$ cat src/rtl/radio_wake_pkg.sv
package radio_wake_pkg;

  typedef enum logic [3:0] {
    ST_IDLE, ST_PULSE, ST_HOLD, ST_RDY1, ST_CMD, ST_RDONE,
    ST_REL, ST_RDY2, ST_HDR, ST_DUM, ST_FIN
  } wake_state_e;

  // microseconds to clock cycles, rounded up
  function automatic int unsigned us_to_cycles(input int unsigned us, input int unsigned khz);
    return (us * khz + 999) / 1000;
  endfunction

  function automatic int unsigned max2(input int unsigned a, input int unsigned b);
    return (a > b) ? a : b;
  endfunction

  // a register read sets bit 7 of the header byte
  function automatic logic [7:0] read_header(input logic [7:0] addr);
    return addr | 8'h80;
  endfunction

endpackage

$ cat src/rtl/wake_timer.sv
module wake_timer #(
  parameter int W = 12
) (
  input  logic         clk,
  input  logic         rst_n,
  input  logic         clear,
  input  logic [W-1:0] lim_m1,
  output logic         at_last
);
  logic [W-1:0] cnt;

  always_ff @(posedge clk or negedge rst_n) begin
    if (!rst_n)
      cnt <= '0;
    else if (clear)
      cnt <= '0;
    else if (cnt != {W{1'b1}})
      cnt <= cnt + 1'b1;
  end

  assign at_last = (cnt == lim_m1);
endmodule

$ cat src/rtl/spi_mode0_shifter.sv
module spi_mode0_shifter #(
  parameter int DIV = 16
) (
  input  logic       clk,
  input  logic       rst_n,
  input  logic       launch,
  input  logic [7:0] tx,
  input  logic       miso,
  output logic       sclk,
  output logic       mosi,
  output logic       busy,
  output logic       byte_done,
  output logic [7:0] rx
);
  localparam int PH_W = $clog2(DIV);
  localparam int HALF = DIV / 2;

  logic [PH_W-1:0] phase;
  logic [2:0]      bitn;
  logic [7:0]      txs, rxs;
  logic            busy_q, done_q;

  always_ff @(posedge clk or negedge rst_n) begin
    if (!rst_n) begin
      phase  <= '0;
      bitn   <= '0;
      txs    <= '0;
      rxs    <= '0;
      busy_q <= 1'b0;
      done_q <= 1'b0;
    end else begin
      done_q <= 1'b0;
      if (!busy_q) begin
        if (launch) begin
          busy_q <= 1'b1;
          txs    <= tx;
          phase  <= '0;
          bitn   <= '0;
        end
      end else begin
        phase <= (phase == PH_W'(DIV - 1)) ? '0 : phase + 1'b1;
        // rising edge follows this cycle: capture slave data
        if (phase == PH_W'(HALF - 1))
          rxs <= {rxs[6:0], miso};
        // falling edge follows this cycle: present next bit
        if (phase == PH_W'(DIV - 1)) begin
          txs  <= {txs[6:0], 1'b0};
          bitn <= bitn + 1'b1;
          if (bitn == 3'd7) begin
            busy_q <= 1'b0;
            done_q <= 1'b1;
          end
        end
      end
    end
  end

  assign sclk      = busy_q && (phase >= PH_W'(HALF));
  assign mosi      = busy_q && txs[7];
  assign busy      = busy_q;
  assign byte_done = done_q;
  assign rx        = rxs;
endmodule

$ cat src/rtl/radio_wake_seq.sv
module radio_wake_seq
  import radio_wake_pkg::*;
#(
  parameter int unsigned CLK_KHZ     = 250_000,
  parameter int unsigned PULSE_US    = 10,
  parameter int unsigned HOLD_US     = 40,
  parameter int unsigned TIMEOUT_CYC = 4096,
  parameter int unsigned SCLK_DIV    = 16,
  parameter logic [7:0]  RST_CMD     = 8'h30,
  parameter logic [7:0]  VER_ADDR    = 8'h31
) (
  input  logic       clk,
  input  logic       rst_n,
  input  logic       start,
  input  logic       miso,
  output logic       cs_n,
  output logic       sclk,
  output logic       mosi,
  output logic       busy,
  output logic       done,
  output logic       err,
  output logic [7:0] version
);
  localparam int unsigned T_PULSE = us_to_cycles(PULSE_US, CLK_KHZ);
  localparam int unsigned T_HOLD  = us_to_cycles(HOLD_US, CLK_KHZ);
  localparam int unsigned T_MAX   = max2(max2(T_PULSE, T_HOLD), TIMEOUT_CYC);
  localparam int          CNT_W   = $clog2(T_MAX + 1);

  wake_state_e st, nxt;
  logic [CNT_W-1:0] lim_m1;
  logic tmr_last, tmr_clr;
  logic sh_launch, sh_busy, sh_done;
  logic [7:0] sh_tx, sh_rx;
  logic [7:0] ver_q;
  logic err_q;

  // named events for the checker
  logic in_wait, ready_seen, wait_timeout, in_byte;
  assign in_wait      = (st == ST_RDY1) || (st == ST_RDONE) || (st == ST_RDY2);
  assign ready_seen   = in_wait && !miso;
  assign wait_timeout = in_wait && miso && tmr_last;
  assign in_byte      = (st == ST_CMD) || (st == ST_HDR) || (st == ST_DUM);

  always_comb begin
    nxt = st;
    unique case (st)
      ST_IDLE:  if (start) nxt = ST_PULSE;
      ST_PULSE: if (tmr_last) nxt = ST_HOLD;
      ST_HOLD:  if (tmr_last) nxt = ST_RDY1;
      ST_RDY1:  if (ready_seen) nxt = ST_CMD;  else if (wait_timeout) nxt = ST_FIN;
      ST_CMD:   if (sh_done) nxt = ST_RDONE;
      ST_RDONE: if (ready_seen) nxt = ST_REL;  else if (wait_timeout) nxt = ST_FIN;
      ST_REL:   nxt = ST_RDY2;
      ST_RDY2:  if (ready_seen) nxt = ST_HDR;  else if (wait_timeout) nxt = ST_FIN;
      ST_HDR:   if (sh_done) nxt = ST_DUM;
      ST_DUM:   if (sh_done) nxt = ST_FIN;
      ST_FIN:   nxt = ST_IDLE;
      default:  nxt = ST_IDLE;
    endcase
  end

  always_comb begin
    unique case (st)
      ST_PULSE: lim_m1 = CNT_W'(T_PULSE - 1);
      ST_HOLD:  lim_m1 = CNT_W'(T_HOLD - 1);
      default:  lim_m1 = CNT_W'(TIMEOUT_CYC - 1);
    endcase
  end

  always_comb begin
    unique case (st)
      ST_HDR:  sh_tx = read_header(VER_ADDR);
      ST_DUM:  sh_tx = 8'h00;
      default: sh_tx = RST_CMD;
    endcase
  end

  assign tmr_clr   = (nxt != st);
  assign sh_launch = in_byte && !sh_busy && !sh_done;

  always_ff @(posedge clk or negedge rst_n) begin
    if (!rst_n) begin
      st    <= ST_IDLE;
      ver_q <= 8'h00;
      err_q <= 1'b0;
    end else begin
      st <= nxt;
      if (wait_timeout) begin
        ver_q <= 8'hFF;
        err_q <= 1'b1;
      end else if (st == ST_DUM && sh_done) begin
        ver_q <= sh_rx;
        err_q <= (sh_rx == 8'hFF);
      end
    end
  end

  wake_timer #(.W(CNT_W)) u_timer (
    .clk(clk), .rst_n(rst_n), .clear(tmr_clr), .lim_m1(lim_m1), .at_last(tmr_last)
  );

  spi_mode0_shifter #(.DIV(SCLK_DIV)) u_shift (
    .clk(clk), .rst_n(rst_n), .launch(sh_launch), .tx(sh_tx), .miso(miso),
    .sclk(sclk), .mosi(mosi), .busy(sh_busy), .byte_done(sh_done), .rx(sh_rx)
  );

  assign cs_n    = !((st == ST_PULSE) || in_wait || in_byte);
  assign busy    = (st != ST_IDLE);
  assign done    = (st == ST_FIN);
  assign err     = err_q;
  assign version = ver_q;
endmodule

$ cat config.mk
export PLATFORM = sky130hd
export DESIGN_NAME = radio_wake_seq
export DESIGN_NICKNAME = d
export VERILOG_FILES = /design/src/rtl/radio_wake_pkg.sv /design/src/rtl/wake_timer.sv /design/src/rtl/spi_mode0_shifter.sv /design/src/rtl/radio_wake_seq.sv
export SDC_FILE = /design/constraint.sdc
export NUM_CORES = 1
export LEC_CHECK = 0
export BUFFER_PORTS_ARGS = -buffer_cell sky130_fd_sc_hd__clkbuf_2
export CAP_MARGIN = 20
export CORE_MARGIN = 10
export CORE_UTILIZATION = 56
export CTS_CLUSTER_SIZE = 28
export DETAILED_ROUTE_END_ITERATION = 10
export PLACE_DENSITY = 0.75
export SETUP_SLACK_MARGIN = 0.4
export SLEW_MARGIN = 20
export SYNTH_ARGS = -nofsm -noshare
export SYNTH_HDL_FRONTEND = slang
export SYNTH_SLANG_ARGS = --single-unit
$ cat constraint.sdc
create_clock -name clk -period 5.2 [get_ports clk]
set_clock_uncertainty 0.05 [all_clocks]
set_input_delay 0.26 -clock clk [delete_from_list [all_inputs] [get_ports clk]]
set_output_delay 0.26 -clock clk [all_outputs]
set_load 0.01 [all_outputs]
# Yosys cells after proc, flatten, opt, wreduce, memory -nomap -nowiden
# Index checks and enable logic that the tools add are counted.
# W data, S select, Z words.
# classes
n_addsub	3
eq_ne	18
n_lt_le_gt_ge	1
reduce_logical	25
n_mux	35
# ops
operator	n
$mux W4	13
$mux W8	5
$pmux W4 S10	1
$mux W14	2
$pmux W14 S2	1
$eq A4 B3 Y1 const B	5
$eq A4 B4 Y1 const B	4
$pmux W8 S2	1
$add A14 B1 Y14 const B	1
$eq A14 B14 Y1	1
$ne A14 B14 Y1 const B	1
$mux W1	9
$mux W3	3
$eq A4 B2 Y1 const B	2
$eq A8 B8 Y1 const B	1
$logic_and A1 B1 Y1	8
$logic_or A1 B1 Y1	6
$reduce_bool A2 Y1	3
$add A4 B1 Y4 const B	1
$eq A4 B1 Y1 const B	1
$ge A4 B4 Y1 const B	1
$logic_not A1 Y1	4
$logic_not A4 Y1	1
$ne A4 B4 Y1	1
5 further kinds	6
# word_totals
inputBits	4
wordCells	92
regBits	52

# Depth between registers and ports, before layout
# Gate-level depths: netlist (run 1).
# depth
depth_word	10
mapped_depth	8

# Modules after synthesis
# A second synthesis (run 1) with hierarchy kept.
# unflattened
hier_cells	273
hier_area_um2	2894.0
# by_module_without_submodules
mod	cells_per_inst	n_inst	area_each_um2
spi_mode0_shifter	84	1	1176.1
wake_timer	93	1	895.9
radio_wake_seq	96	1	822.0

# Worst setup path before layout (run 1)
# OpenSTA, ideal clock, no wires.
# synth_path
kind	flip-flop to flip-flop
from	register st[0]
to	register u_timer.cnt[0]
path_stages_with_launch	9
n_path_buf	2
t_required_ns	5.031
t_arrival_ns	2.237
path_slack_ns	2.794
path_cell_list	dfrtp_1 buf_4 xnor2_1 or4b_4 a2111oi_4 o211ai_2 mux2i_2 buf_4 nor2_1
# synth_via
elab_chain_cells	10
word_cells_on_any_way	31
classes_between	eq/ne (11); mux (13); reduce/logical (7)
# synth_lines
element	line	text
start: declaration	radio_wake_seq.sv:29	wake_state_e st, nxt;
start signal: assignment	radio_wake_seq.sv:87	st <= nxt;
branches (longest 7 deep; another with $pmux W14 S2)	--	
$pmux W4 S10 (*)	radio_wake_seq.sv:46	unique case (st)
named net nxt[0]	radio_wake_seq.sv:29	
$ne A4 B4 Y1 (*)	radio_wake_seq.sv:78	assign tmr_clr = (nxt != st);
$mux W14 / $reduce_bool A2 Y1 (equally long branches)	--	
end signal: assignment	wake_timer.sv:18	cnt <= cnt + 1'b1;
end: declaration	wake_timer.sv:10	logic [W-1:0] cnt;
# Mark *: on every way through the listed nets, which the timed path passes.
# A chain may end at the register's enable or synchronous reset.

# Worst setup path after layout (run 1)
# layout_path
from	register st[1]
to	register u_timer.cnt[11]
# layout_via
elab_chain_cells	10
word_cells_on_any_way	31
classes_between	eq/ne (11); mux (13); reduce/logical (7)
# layout_lines
element	line
branches (longest 8 deep; another with $pmux W14 S2)	--
$ne A4 B4 Y1 (*)	radio_wake_seq.sv:78
$mux W14 / $reduce_bool A2 Y1 (equally long branches)	--
# Mark *: on every way between the ends.

==> flow_metrics.env, run 1 <==
export IMPL_status="finished, final reports clean"
export IMPL_multi_input_comb_area_mm2=0.00128
export IMPL_finalSetupTns_ns=0
export IMPL_p_leak_uw=0.00130
export IMPL_postCtsHoldBufs=0
export IMPL_clk_pin_slew_worst_paths_ns=0.09
export IMPL_drt_iter0_drc=94
export IMPL_cp_arrival_ns=3.10
export IMPL_synth_enable_flop_cells=0
export IMPL_floorplan_die_width_um=89.0
export IMPL_slew_headroom_pct=49.1
export IMPL_final_layout_size_suffix_gt1_share_pct=13.1
export IMPL_grt_pass1_wl_um=9280
export IMPL_crit_path_max_incr_delay_ns=0.63
export IMPL_synthSimpleGateAreaFrac_pct=24.1
export IMPL_path_buf_inv=0
export IMPL_final_net_count=298
export IMPL_grt_antenna_before_repair=0
export IMPL_setup_viol=0
export IMPL_drt_drc_violations_left=0
export IMPL_worstSkewPairLatency_ns=0.31
export IMPL_max_clock_path_buffers=2
export IMPL_port_buffer_count=17
export IMPL_synth_top_family_by_area="simple AND/OR/NAND/NOR gates"
export IMPL_max_cap_viols=0
export IMPL_critical_path_peak_fanout=15
export IMPL_ys_types=49
export IMPL_design_die_area_mm2=0.00792
export IMPL_final_hold_slack_ns=0.00710
export IMPL_finalInstanceArea_mm2=0.00289
export IMPL_fill_cells=415
export IMPL_cellPowerDensity_mw_per_mm2=287
export IMPL_fin_total_pwr_uw=831
export IMPL_num_antenna_cells=0
export IMPL_worstPathCellList="xnor2_1, or4b_4, a2111oi_4, a31oi_1, mux2i_2, nor2_1"
export IMPL_timing_worst_setup_path_type="reg2reg"
export IMPL_first_pass_iters=4
export IMPL_count_of_boundary_i_o_pins=18
export IMPL_groute_usage_overall_pct=14.7
export IMPL_final_gp_congestion=0.910
export IMPL_initial_utilization_pct=57.2
export IMPL_muxShareOfSynthArea_pct=6.48
export IMPL_placed_cells_incl_taps=337
export IMPL_worstPathRequired_ns=5.31
export IMPL_seq_area_mm2=0.00130
export IMPL_slowest_stage="dfrtp_1"
export IMPL_synth_adder_area_share_pct=2.25
export IMPL_detailroute_via_count=2061
export IMPL_final_hold_violation_count=0
export IMPL_instances_no_fill=345
export IMPL_cts_setup_buffers=0
export IMPL_cts_htree_levels=2
export IMPL_post_synthesis_mean_instance_area_um2=9.55
export IMPL_hold_path_class="in2async"
export IMPL_synth_largest_area_cell="dfrtp_1"
export IMPL_timing_critical_path_to_type="flop"
export IMPL_num_rows=25
export IMPL_final_period_utilization_pct=57.5
export IMPL_synth_largest_type_area_fraction_pct=48.8
export IMPL_min_period_ns=2.99
export IMPL_synth_cells=279
export IMPL_cts_bufs_inserted=5
export IMPL_cts_sinks=52
export IMPL_synth_fp_nets=287
export IMPL_synth_xor_area_share_pct=2.96
export IMPL_drt_antenna_violating_nets=0
export IMPL_rsz0062_at_grt="false"
export IMPL_finalWirelength_um=5410
export IMPL_vdd_ir_drop_worst_v=0.000160
export IMPL_fp_coreArea_mm2=0.00466
export IMPL_worstSetupStartpointType="flop"
export IMPL_post_cts_repair_resize_count=0
export IMPL_post_drt_wl_per_cell_um=15.7
export IMPL_cpLargestDelayFamily="compound AO/OA/AOI/OAI gates"
export IMPL_ys_top_cells_by_area="dfrtp_1 49%, nand2_1 6.5%, nand3_1 4.7%"
export IMPL_layout_common_cells="52 x dfrtp_1, 46 x nand2_1, 25 x nand3_1, 20 x nor2_1, 20 x o21ai_0"
export IMPL_globalRoute_totalOverflow=0
export IMPL_clock_root_buffer="clkbuf_8"
export IMPL_grt_pass1_vias=1975
export IMPL_area_delta_synth_final_pct=8.50
export IMPL_compound_cell_area_share_of_the_yosys_netlist_pct=12.4
export IMPL_grt_start_max_net_pins=53
export IMPL_cts_tree="built"
export IMPL_placement_cell_area_mm2=0.00277
export IMPL_final_common_cell="dfrtp_1"
export IMPL_postSynth_topFlopCell="dfrtp_1"
export IMPL_drv_slew=0
export IMPL_achievable_frequency_ghz=0.335
export IMPL_synth_seq_cells=52
export IMPL_max_slew_worst_pin_slew_ns=0.749
export IMPL_seq_area_frac_synth_pct=48.8
export IMPL_detail_route_vias_per_cell=5.97
export IMPL_die_h_um=89.0
export IMPL_detailedPlacementHpwl_um=3730
export IMPL_synthesis_yosys_warnings=0
export IMPL_synth_area_mm2=0.00267
export IMPL_synthArstFlopShare_pct=100
-- metrics by stage --
step / setup WS, ns / utilization [%]
2_1_floorplan: 2.79 / -
3_3_place_gp: 2.38 / 59.3
3_5_place_dp: 2.27 / 59.3
4_1_cts: 2.26 / 62.0
5_1_grt: 1.99 / 62.0
6_report: 2.21 / 62.0
-- power by group --
part | total (µW) | leakage, µW | internal, µW | switching, µW
Sequential | 445 | 0.000665 | 419 | 25.8
Combinational | 84.9 | 0.000574 | 34.1 | 50.8
Clock | 302 | 0.0000645 | 170 | 132
-- flip-flops by register name (all words and copies together), names as in the netlist --
signal	flops
err	1
st	4
u_shift.bitn	3
u_shift.busy	1
u_shift.byte_done	1
u_shift.phase	4
u_shift.rx	8
u_shift.txs	8
u_timer.cnt	14
version	8
-- metal layers --
metal	vias to the layer above	global-route usage [%]	share of wire (%)
li1	1018	-	-
met1	1000	18.1	46
met2	32	23.7	47
met3	11	4.47	5.0
met4	0	5.64	1.9
met5	-	0	0
-- kinds of logic after synthesis --
| logic type | Yosys count |
|---|---|
| multiplexers | 16 |
| XOR/XNOR | 9 |
| adder cells (fa/ha/maj) | 5 |
| AO/OA/AOI/OAI | 48 |
| buffers and inverters | 19 |
| AND/OR/NAND/NOR | 130 |
| flip-flops | 52 |
-- path summary, 6_finish.rpt --
kind | slack [ns] | endpoint | cells after the start | start
worst max-delay path | 2.21 | u_timer.cnt[11]$_DFFE_PN0P_ | 6 | st[1]$_DFF_PN0_
worst min-delay path | 0.007 | version[3]$_DFFE_PN0P_ | 2 | rst_n
worst max register to register | 2.21 | u_timer.cnt[11]$_DFFE_PN0P_ | 6 | st[1]$_DFF_PN0_
worst min register to register | 0.44 | version[6]$_DFFE_PN0P_ | 2 | version[6]$_DFFE_PN0P_
max in group asynchronous | 4.66 | u_timer.cnt[10]$_DFFE_PN0P_ | 2 | rst_n
min in group clk | 0.23 | st[2]$_DFF_PN0_ | 2 | miso
-- final cells by class --
class	instances	share of cell area (%)
repair buffers	18	3.20
clock inverters	1	1.04
clock buffers	7	3.33
flip-flops and latches	52	45.0
multi-input cells	208	44.4
inverters	5	0.649
well taps	54	2.34
-- cells in the mapped netlist (all sizes together) (2+ instances only) --
| cell | count |
|---|---|
| nor3 | 4 |
| o211ai | 3 |
| and4 | 3 |
| and3 | 6 |
| or3 | 2 |
| xor2 | 5 |
| clkbuf | 12 |
| xnor2 | 4 |
| o21ai | 20 |
| o311ai | 2 |
| nand4 | 6 |
| a21oi | 5 |
| mux2i | 9 |
| a31oi | 3 |
| a211oi | 3 |
| nor4b | 3 |
| buf | 2 |
| ha | 4 |
| nand2b | 3 |
| and2 | 4 |
| nor2 | 20 |
| nand3 | 25 |
| inv | 4 |
| nand2 | 46 |
| dfrtp | 52 |
| mux2 | 7 |
| nand3b | 2 |
-- worst reg2reg max path, stage by stage, from the launching register on --
cell and delay [ns]:
dfrtp_1 0.63, xnor2_1 0.16, or4b_4 0.53, a2111oi_4 0.54, a31oi_1 0.17, mux2i_2 0.63
nor2_1 0.13
Power figures use the tool's default switching activity.
==> inputs of run 2 (changes only) <==
--- a/config.mk
+++ b/config.mk
@@ -8,7 +8,7 @@
 export BUFFER_PORTS_ARGS = -buffer_cell sky130_fd_sc_hd__clkbuf_2
 export CAP_MARGIN = 20
 export CORE_MARGIN = 10
-export CORE_UTILIZATION = 56
+export CORE_UTILIZATION = 54
 export CTS_CLUSTER_SIZE = 28
 export DETAILED_ROUTE_END_ITERATION = 10
 export PLACE_DENSITY = 0.75
==> constraint.sdc (replaced) <==
create_clock -name clk -period 2.6 [get_ports clk]
set_clock_uncertainty 0.05 [all_clocks]
set_input_delay 0.13 -clock clk [delete_from_list [all_inputs] [get_ports clk]]
set_output_delay 0.13 -clock clk [all_outputs]
set_load 0.01 [all_outputs]
==> run 2 against run 1 <==
  * Wire length grew 4.7%
  * Non-clock buffer count grew 19
  * Critical endpoint is now u_timer.cnt[4]$_DFFE_PN0P_
  * Critical path depth grew 1
  * Largest power group unchanged
==> flow_metrics.env, run 2 (synthesis gave the netlist of run 1 again) <==
export IMPL_status="finished, final reports clean"
export IMPL_detailroute_via_count=2136
export IMPL_place_worst_setup_slack_ns=0.188
export IMPL_final_gp_congestion=0.884
export IMPL_fill_cells=410
export IMPL_grt_antenna_before_repair=0
export IMPL_cts_bufs_inserted=5
export IMPL_die_h_um=90.3
export IMPL_max_cap_viols=0
export IMPL_area_delta_synth_final_pct=16.1
export IMPL_p_leak_uw=0.00140
export IMPL_final_net_count=317
export IMPL_net_switching_power_uw=429
export IMPL_clk_pin_slew_worst_paths_ns=0.09
export IMPL_ff2ff_path_depth=7
export IMPL_drt_iter0_drc=179
export IMPL_max_slew_worst_pin_slew_ns=0.940
export IMPL_rsz0062_at_grt="true"
export IMPL_p_clk_share_pct=32.6
export IMPL_grt_start_max_net_pins=44
export IMPL_count_of_boundary_i_o_pins=18
export IMPL_drv_slew=0
export IMPL_registers_top_by_ff_count="u_timer.cnt"
export IMPL_r2r_start="st[1]$_DFF_PN0_"
export IMPL_post_drt_wl_per_cell_um=15.0
export IMPL_cpLargestDelayFamily="compound AO/OA/AOI/OAI gates"
export IMPL_detailedPlacementHpwl_um=3910
export IMPL_port_buffer_count=17
export IMPL_groute_usage_overall_pct=14.1
export IMPL_max_clock_path_buffers=2
export IMPL_final_layout_size_suffix_gt1_share_pct=21.3
export IMPL_finalWirelength_um=5670
export IMPL_final_hold_violation_count=0
export IMPL_slowest_stage="or4b_4"
export IMPL_seq_power_share_pct=54.1
export IMPL_post_layout_worst_setup_margin_ns=0.209
export IMPL_timing_worst_setup_path_type="reg2reg"
export IMPL_fp_coreArea_mm2=0.00475
export IMPL_hold_path_class="in2reg"
export IMPL_detail_route_vias_per_cell=5.67
export IMPL_critical_path_peak_fanout=7
export IMPL_multi_input_comb_area_mm2=0.00133
export IMPL_power_internal_uw=1220
export IMPL_worstSkewPairLatency_ns=0.30
export IMPL_largest_register_ff_count=14
export IMPL_cp_arrival_ns=2.50
export IMPL_worstPathCellList="xnor2_2, or4b_4, a2111o_1, o211ai_2, mux2i_2, buf_6, a211oi_2"
export IMPL_finalSetupTns_ns=0
export IMPL_achievable_frequency_ghz=0.418
export IMPL_worstSetupStartpointType="flop"
export IMPL_crit_path_max_incr_delay_ns=0.51
export IMPL_clock_root_buffer="clkbuf_8"
export IMPL_rrSetupSlack_ns=0.21
export IMPL_final_common_cell="dfrtp_1"
export IMPL_floorplan_die_width_um=90.3
export IMPL_hold_crit_depth=2
export IMPL_timing_critical_path_to_type="flop"
export IMPL_worstPathRequired_ns=2.71
export IMPL_min_period_ns=2.39
export IMPL_setup_viol=0
export IMPL_drt_drc_violations_left=0
export IMPL_fin_total_pwr_uw=1650
export IMPL_slew_headroom_pct=37.4
export IMPL_path_buf_inv=1
export IMPL_first_pass_iters=6
export IMPL_timing_rr_end="u_timer.cnt[4]$_DFFE_PN0P_"
export IMPL_num_rows=25
export IMPL_grt_pass1_wl_um=9850
export IMPL_final_period_utilization_pct=92.0
export IMPL_cellPowerDensity_mw_per_mm2=533
export IMPL_design_die_area_mm2=0.00815
export IMPL_seq_area_mm2=0.00130
export IMPL_cts_sinks=52
export IMPL_layout_common_cells="51 x dfrtp_1, 46 x nand2_1, 25 x nand3_1, 20 x o21ai_0, 18 x nor2_1"
export IMPL_cts_htree_levels=2
export IMPL_globalRoute_totalOverflow=0
export IMPL_num_antenna_cells=0
export IMPL_hold_start="miso"
export IMPL_power_switching_fraction_pct=26.0
export IMPL_cts_tree="built"
export IMPL_drt_antenna_violating_nets=0
export IMPL_worstHoldEndpoint="st[2]$_DFF_PN0_"
export IMPL_final_hold_slack_ns=0.105
export IMPL_initial_utilization_pct=56.1
export IMPL_grt_pass1_vias=2066
export IMPL_vdd_ir_drop_worst_v=0.000451
export IMPL_power_frac_comb_pct=13.2
run 2: cell types whose count changed in the layout (fill, tap and decap cells not counted), moves of 2 or more:
cell | before | now
a211oi_2 | 0 | 3
nor2_2 | 0 | 2
clkbuf_8 | 7 | 5
buf_6 | 0 | 2
nor2_1 | 20 | 18
nor4b_2 | 0 | 2
nor4b_1 | 3 | 1
buf_4 | 1 | 17
a211oi_1 | 3 | 0
run 2: layer usage:
metal	track usage (%)	vias up	share of wire [%]	wire length, µm
li1	-	1054	-	-
met1	17.7	1048	47	2650
met2	23.5	29	49	2780
met3	3.49	5	3.1	178
met4	3.98	0	0.94	53
met5	0	-	0	0
run 2: worst max-delay path by stage:
| stage | startpoint | end | slack, ns | cells after the start |
|---|---|---|---|---|
| finish | st[1]$_DFF_PN0_ | u_timer.cnt[4]$_DFFE_PN0P_ | 0.21 | 7 |
| global route | st[0]$_DFF_PN0_ | u_timer.cnt[4]$_DFFE_PN0P_ | 0.11 | 7 |
| CTS | st[1]$_DFF_PN0_ | u_timer.cnt[3]$_DFFE_PN0P_ | 0.26 | 7 |
| detailed placement | st[1]$_DFF_PN0_ | version[6]$_DFFE_PN0P_ | 0.19 | 6 |
| global placement | st[1]$_DFF_PN0_ | version[6]$_DFFE_PN0P_ | 0.23 | 6 |
| floorplan | st[0]$_DFF_PN0_ | u_timer.cnt[0]$_DFFE_PN0P_ | 0.26 | 8 |
run 2: worst register-to-register path, delay by kind of cell (launching register included):
family,cells,cell delay [ns]
buffers and inverters,1,0.19
AO/OA/AOI/OAI,3,0.56
flip-flops,1,0.46
multiplexers,1,0.33
XOR/XNOR,1,0.16
AND/OR/NAND/NOR,1,0.51
run 2: layout make-up:
cell class,count,share of cell area [%]
clock inverters,2,1.13
multi-input cells,208,43.0
inverters,5,0.728
well taps,67,2.71
repair buffers,37,7.93
flip-flops and latches,52,42.1
clock buffers,6,2.35
run 2: repair_timing:
action | in CTS | in global routing
pin swaps | 7 | 3
hold buffers | 1 | 0
cloned | 1 | 0
setup endpoints to repair | 23 | 26
hold endpoints to repair | 15 | 0
setup buffers | 3 | 4
gates resized for setup | 11 | 4
run 2: stage by stage:
stage	cell area (µm²)	std cells	util (%)
after floorplan	2670	279	-
after global placement	2860	360	60.1
after detailed placement	2860	360	60.1
after CTS	3040	373	64.0
after global routing	3090	377	65.1
final	3090	377	65.1
run 2: power groups by stage:
stage / clock network [µW] / registers [µW] / logic [µW]
2_1_floorplan: 0 / 888 / 135
4_1_cts: 553 / 892 / 214
6_report: 539 / 893 / 218
3_5_place_dp: 0 / 908 / 192
5_1_grt: 588 / 900 / 246
3_3_place_gp: 0 / 905 / 187
==> inputs of run 3 (changes only) <==
==> constraint.sdc (replaced) <==
create_clock -name clk -period 2.1 [get_ports clk]
set_clock_uncertainty 0.05 [all_clocks]
set_input_delay 0.105 -clock clk [delete_from_list [all_inputs] [get_ports clk]]
set_output_delay 0.105 -clock clk [all_outputs]
set_load 0.01 [all_outputs]
==> run 3 against run 2 <==
  * The run now ends with setup timing left
  * Combinational power is 87% higher
  * Worst setup slack worse by 0.52 ns
  * Non-clock buffer count grew 24
  * Largest cell class unchanged
  * Largest power group unchanged
==> flow_metrics.env, run 3 (synthesis gave the netlist of run 1 again) <==
export IMPL_status="finished with violations"
export IMPL_failed_checks="setup timing"
export IMPL_final_period_utilization_pct=115
export IMPL_design_die_area_mm2=0.00815
export IMPL_critical_path_peak_fanout=7
export IMPL_detailroute_via_count=2342
export IMPL_groute_usage_overall_pct=15.0
export IMPL_cellPowerDensity_mw_per_mm2=603
export IMPL_slew_headroom_pct=54.0
export IMPL_rsz0062_at_grt="true"
export IMPL_max_slew_worst_pin_slew_ns=0.690
export IMPL_num_rows=25
export IMPL_worstPathCellList="xnor2_2, or4b_4, a2111o_1, o211ai_2, mux2i_2, buf_6, nor2_1"
export IMPL_final_common_cell="dfrtp_1"
export IMPL_cp_arrival_ns=2.56
export IMPL_num_antenna_cells=0
export IMPL_registers_top_by_ff_count="u_timer.cnt"
export IMPL_timing_critical_path_to_type="flop"
export IMPL_clock_root_buffer="clkbuf_8"
export IMPL_min_period_ns=2.42
export IMPL_achievable_frequency_ghz=0.414
export IMPL_grt_antenna_before_repair=0
export IMPL_cts_bufs_inserted=5
export IMPL_post_layout_worst_setup_margin_ns=-0.315
export IMPL_worstPathRequired_ns=2.25
export IMPL_initial_utilization_pct=56.1
export IMPL_grt_pass1_wl_um=10500
export IMPL_crit_path_max_incr_delay_ns=0.51
export IMPL_die_h_um=90.3
export IMPL_area_delta_synth_final_pct=28.3
export IMPL_vdd_ir_drop_worst_v=0.000424
export IMPL_first_pass_iters=4
export IMPL_detail_route_vias_per_cell=5.83
export IMPL_cts_sinks=52
export IMPL_largest_register_ff_count=14
export IMPL_port_buffer_count=17
export IMPL_drt_antenna_violating_nets=0
export IMPL_cts_tree="built"
export IMPL_post_drt_wl_per_cell_um=16.0
export IMPL_fp_coreArea_mm2=0.00475
export IMPL_worstSkewPairLatency_ns=0.30
export IMPL_finalWirelength_um=6440
export IMPL_worstSetupStartpointType="flop"
export IMPL_max_clock_path_buffers=2
export IMPL_final_layout_size_suffix_gt1_share_pct=34.0
export IMPL_setup_viol=25
export IMPL_globalRoute_totalOverflow=0
export IMPL_final_hold_violation_count=0
export IMPL_drt_drc_violations_left=0
export IMPL_drv_slew=0
export IMPL_drt_iter0_drc=150
export IMPL_floorplan_die_width_um=90.3
export IMPL_max_cap_viols=0
export IMPL_detailedPlacementHpwl_um=4390
export IMPL_slowest_stage="or4b_4"
export IMPL_timing_worst_setup_path_type="reg2reg"
export IMPL_hold_path_class="in2reg"
export IMPL_clk_pin_slew_worst_paths_ns=0.10
export IMPL_final_net_count=342
export IMPL_p_leak_uw=0.00156
export IMPL_utilization_pct=71.9
export IMPL_layout_common_cells="48 x dfrtp_1, 46 x nand2_1, 32 x buf_4, 20 x nand3_1, 17 x o21ai_0"
export IMPL_cts_htree_levels=2
export IMPL_placed_cells_incl_taps=385
export IMPL_final_gp_congestion=0.844
export IMPL_grt_start_max_net_pins=28
export IMPL_instances_no_fill=402
export IMPL_count_of_boundary_i_o_pins=18
export IMPL_grt_pass1_vias=2268
export IMPL_finalSetupTns_ns=-4.97
[run 3: cell types whose count changed in the layout (fill, tap and decap cells not counted), sizes merged]
cell    previous run  this run
clkinv             1         2
inv                4         5
bufinv             1         0
nor2              20        21
buf               20        45
clkbuf            22        20
[run 3: cell type report]
type,instances,area (µm²)
clock inverter,3,27.5
tap,67,83.8
inverter,5,23.8
multi-input combinational,209,1440
clock buffer,5,68.8
timing repair buffer,61,472
sequential,52,1310
fill,344,1340
[run 3: critical path: cells and delay by family (launching register included)]
kind / cells / cell delay (ns)
AND/OR/NAND/NOR: 2 / 0.57
AO/OA/AOI/OAI: 2 / 0.53
flip-flops: 1 / 0.46
multiplexers: 1 / 0.34
buffers and inverters: 1 / 0.20
XOR/XNOR: 1 / 0.16
[run 3: routing by layer]
metal / up-vias / global-route usage [%] / wire length, µm
met5: - / 0 / 0
met4: 0 / 3.98 / 108
met3: 12 / 3.57 / 348
met2: 68 / 25.2 / 3180
met1: 1151 / 19.0 / 2800
li1: 1111 / - / -
[run 3: path summary, 6_finish.rpt]
kind	startpoint	end	slack, ns	cells past startpoint
max reg2reg	st[0]$_DFF_PN0_	u_timer.cnt[8]$_DFFE_PN0P_	-0.32	7
min	miso	st[2]$_DFF_PN0_	0.12	2
min reg2reg	u_shift.txs[0]$_DFFE_PN0P_	u_shift.txs[1]$_DFFE_PN0P_	0.45	2
max in group asynchronous	rst_n	u_shift.busy$_DFF_PN0_	1.08	3
max	st[0]$_DFF_PN0_	u_timer.cnt[8]$_DFFE_PN0P_	-0.32	7
min in group asynchronous	rst_n	u_timer.cnt[4]$_DFFE_PN0P_	0.34	2
[run 3: through the flow]
step           worst slack (ns)  instance area [µm²]  power [µW]  hold WS, ns
2_1_floorplan            -0.238                 2670        1270       -0.241
3_3_place_gp             -0.136                 3060        1410        0.117
3_5_place_dp             -0.289                 3060        1430        0.124
4_1_cts                  -0.242                 3220        2030       0.0679
5_1_grt                  -0.400                 3420        2170        0.118
6_report                 -0.315                 3420        2060        0.119
[run 3: what timing repair did]
action / in CTS / in global routing
setup buffers: 3 / 4
endpoints found under the hold margin: 25 / 0
pin swaps: 1 / 9
resized for setup: 14 / 44
cloned: 0 / 1
endpoints found under the setup margin: 39 / 47
hold buffers: 1 / 0
[run 3: power breakdown]
| part | leakage (µW) | switching (µW) | internal (µW) |
|---|---|---|---|
| clock network | 0.0000463 | 344 | 245 |
| registers | 0.000659 | 28.0 | 1040 |
| logic | 0.000853 | 217 | 190 |
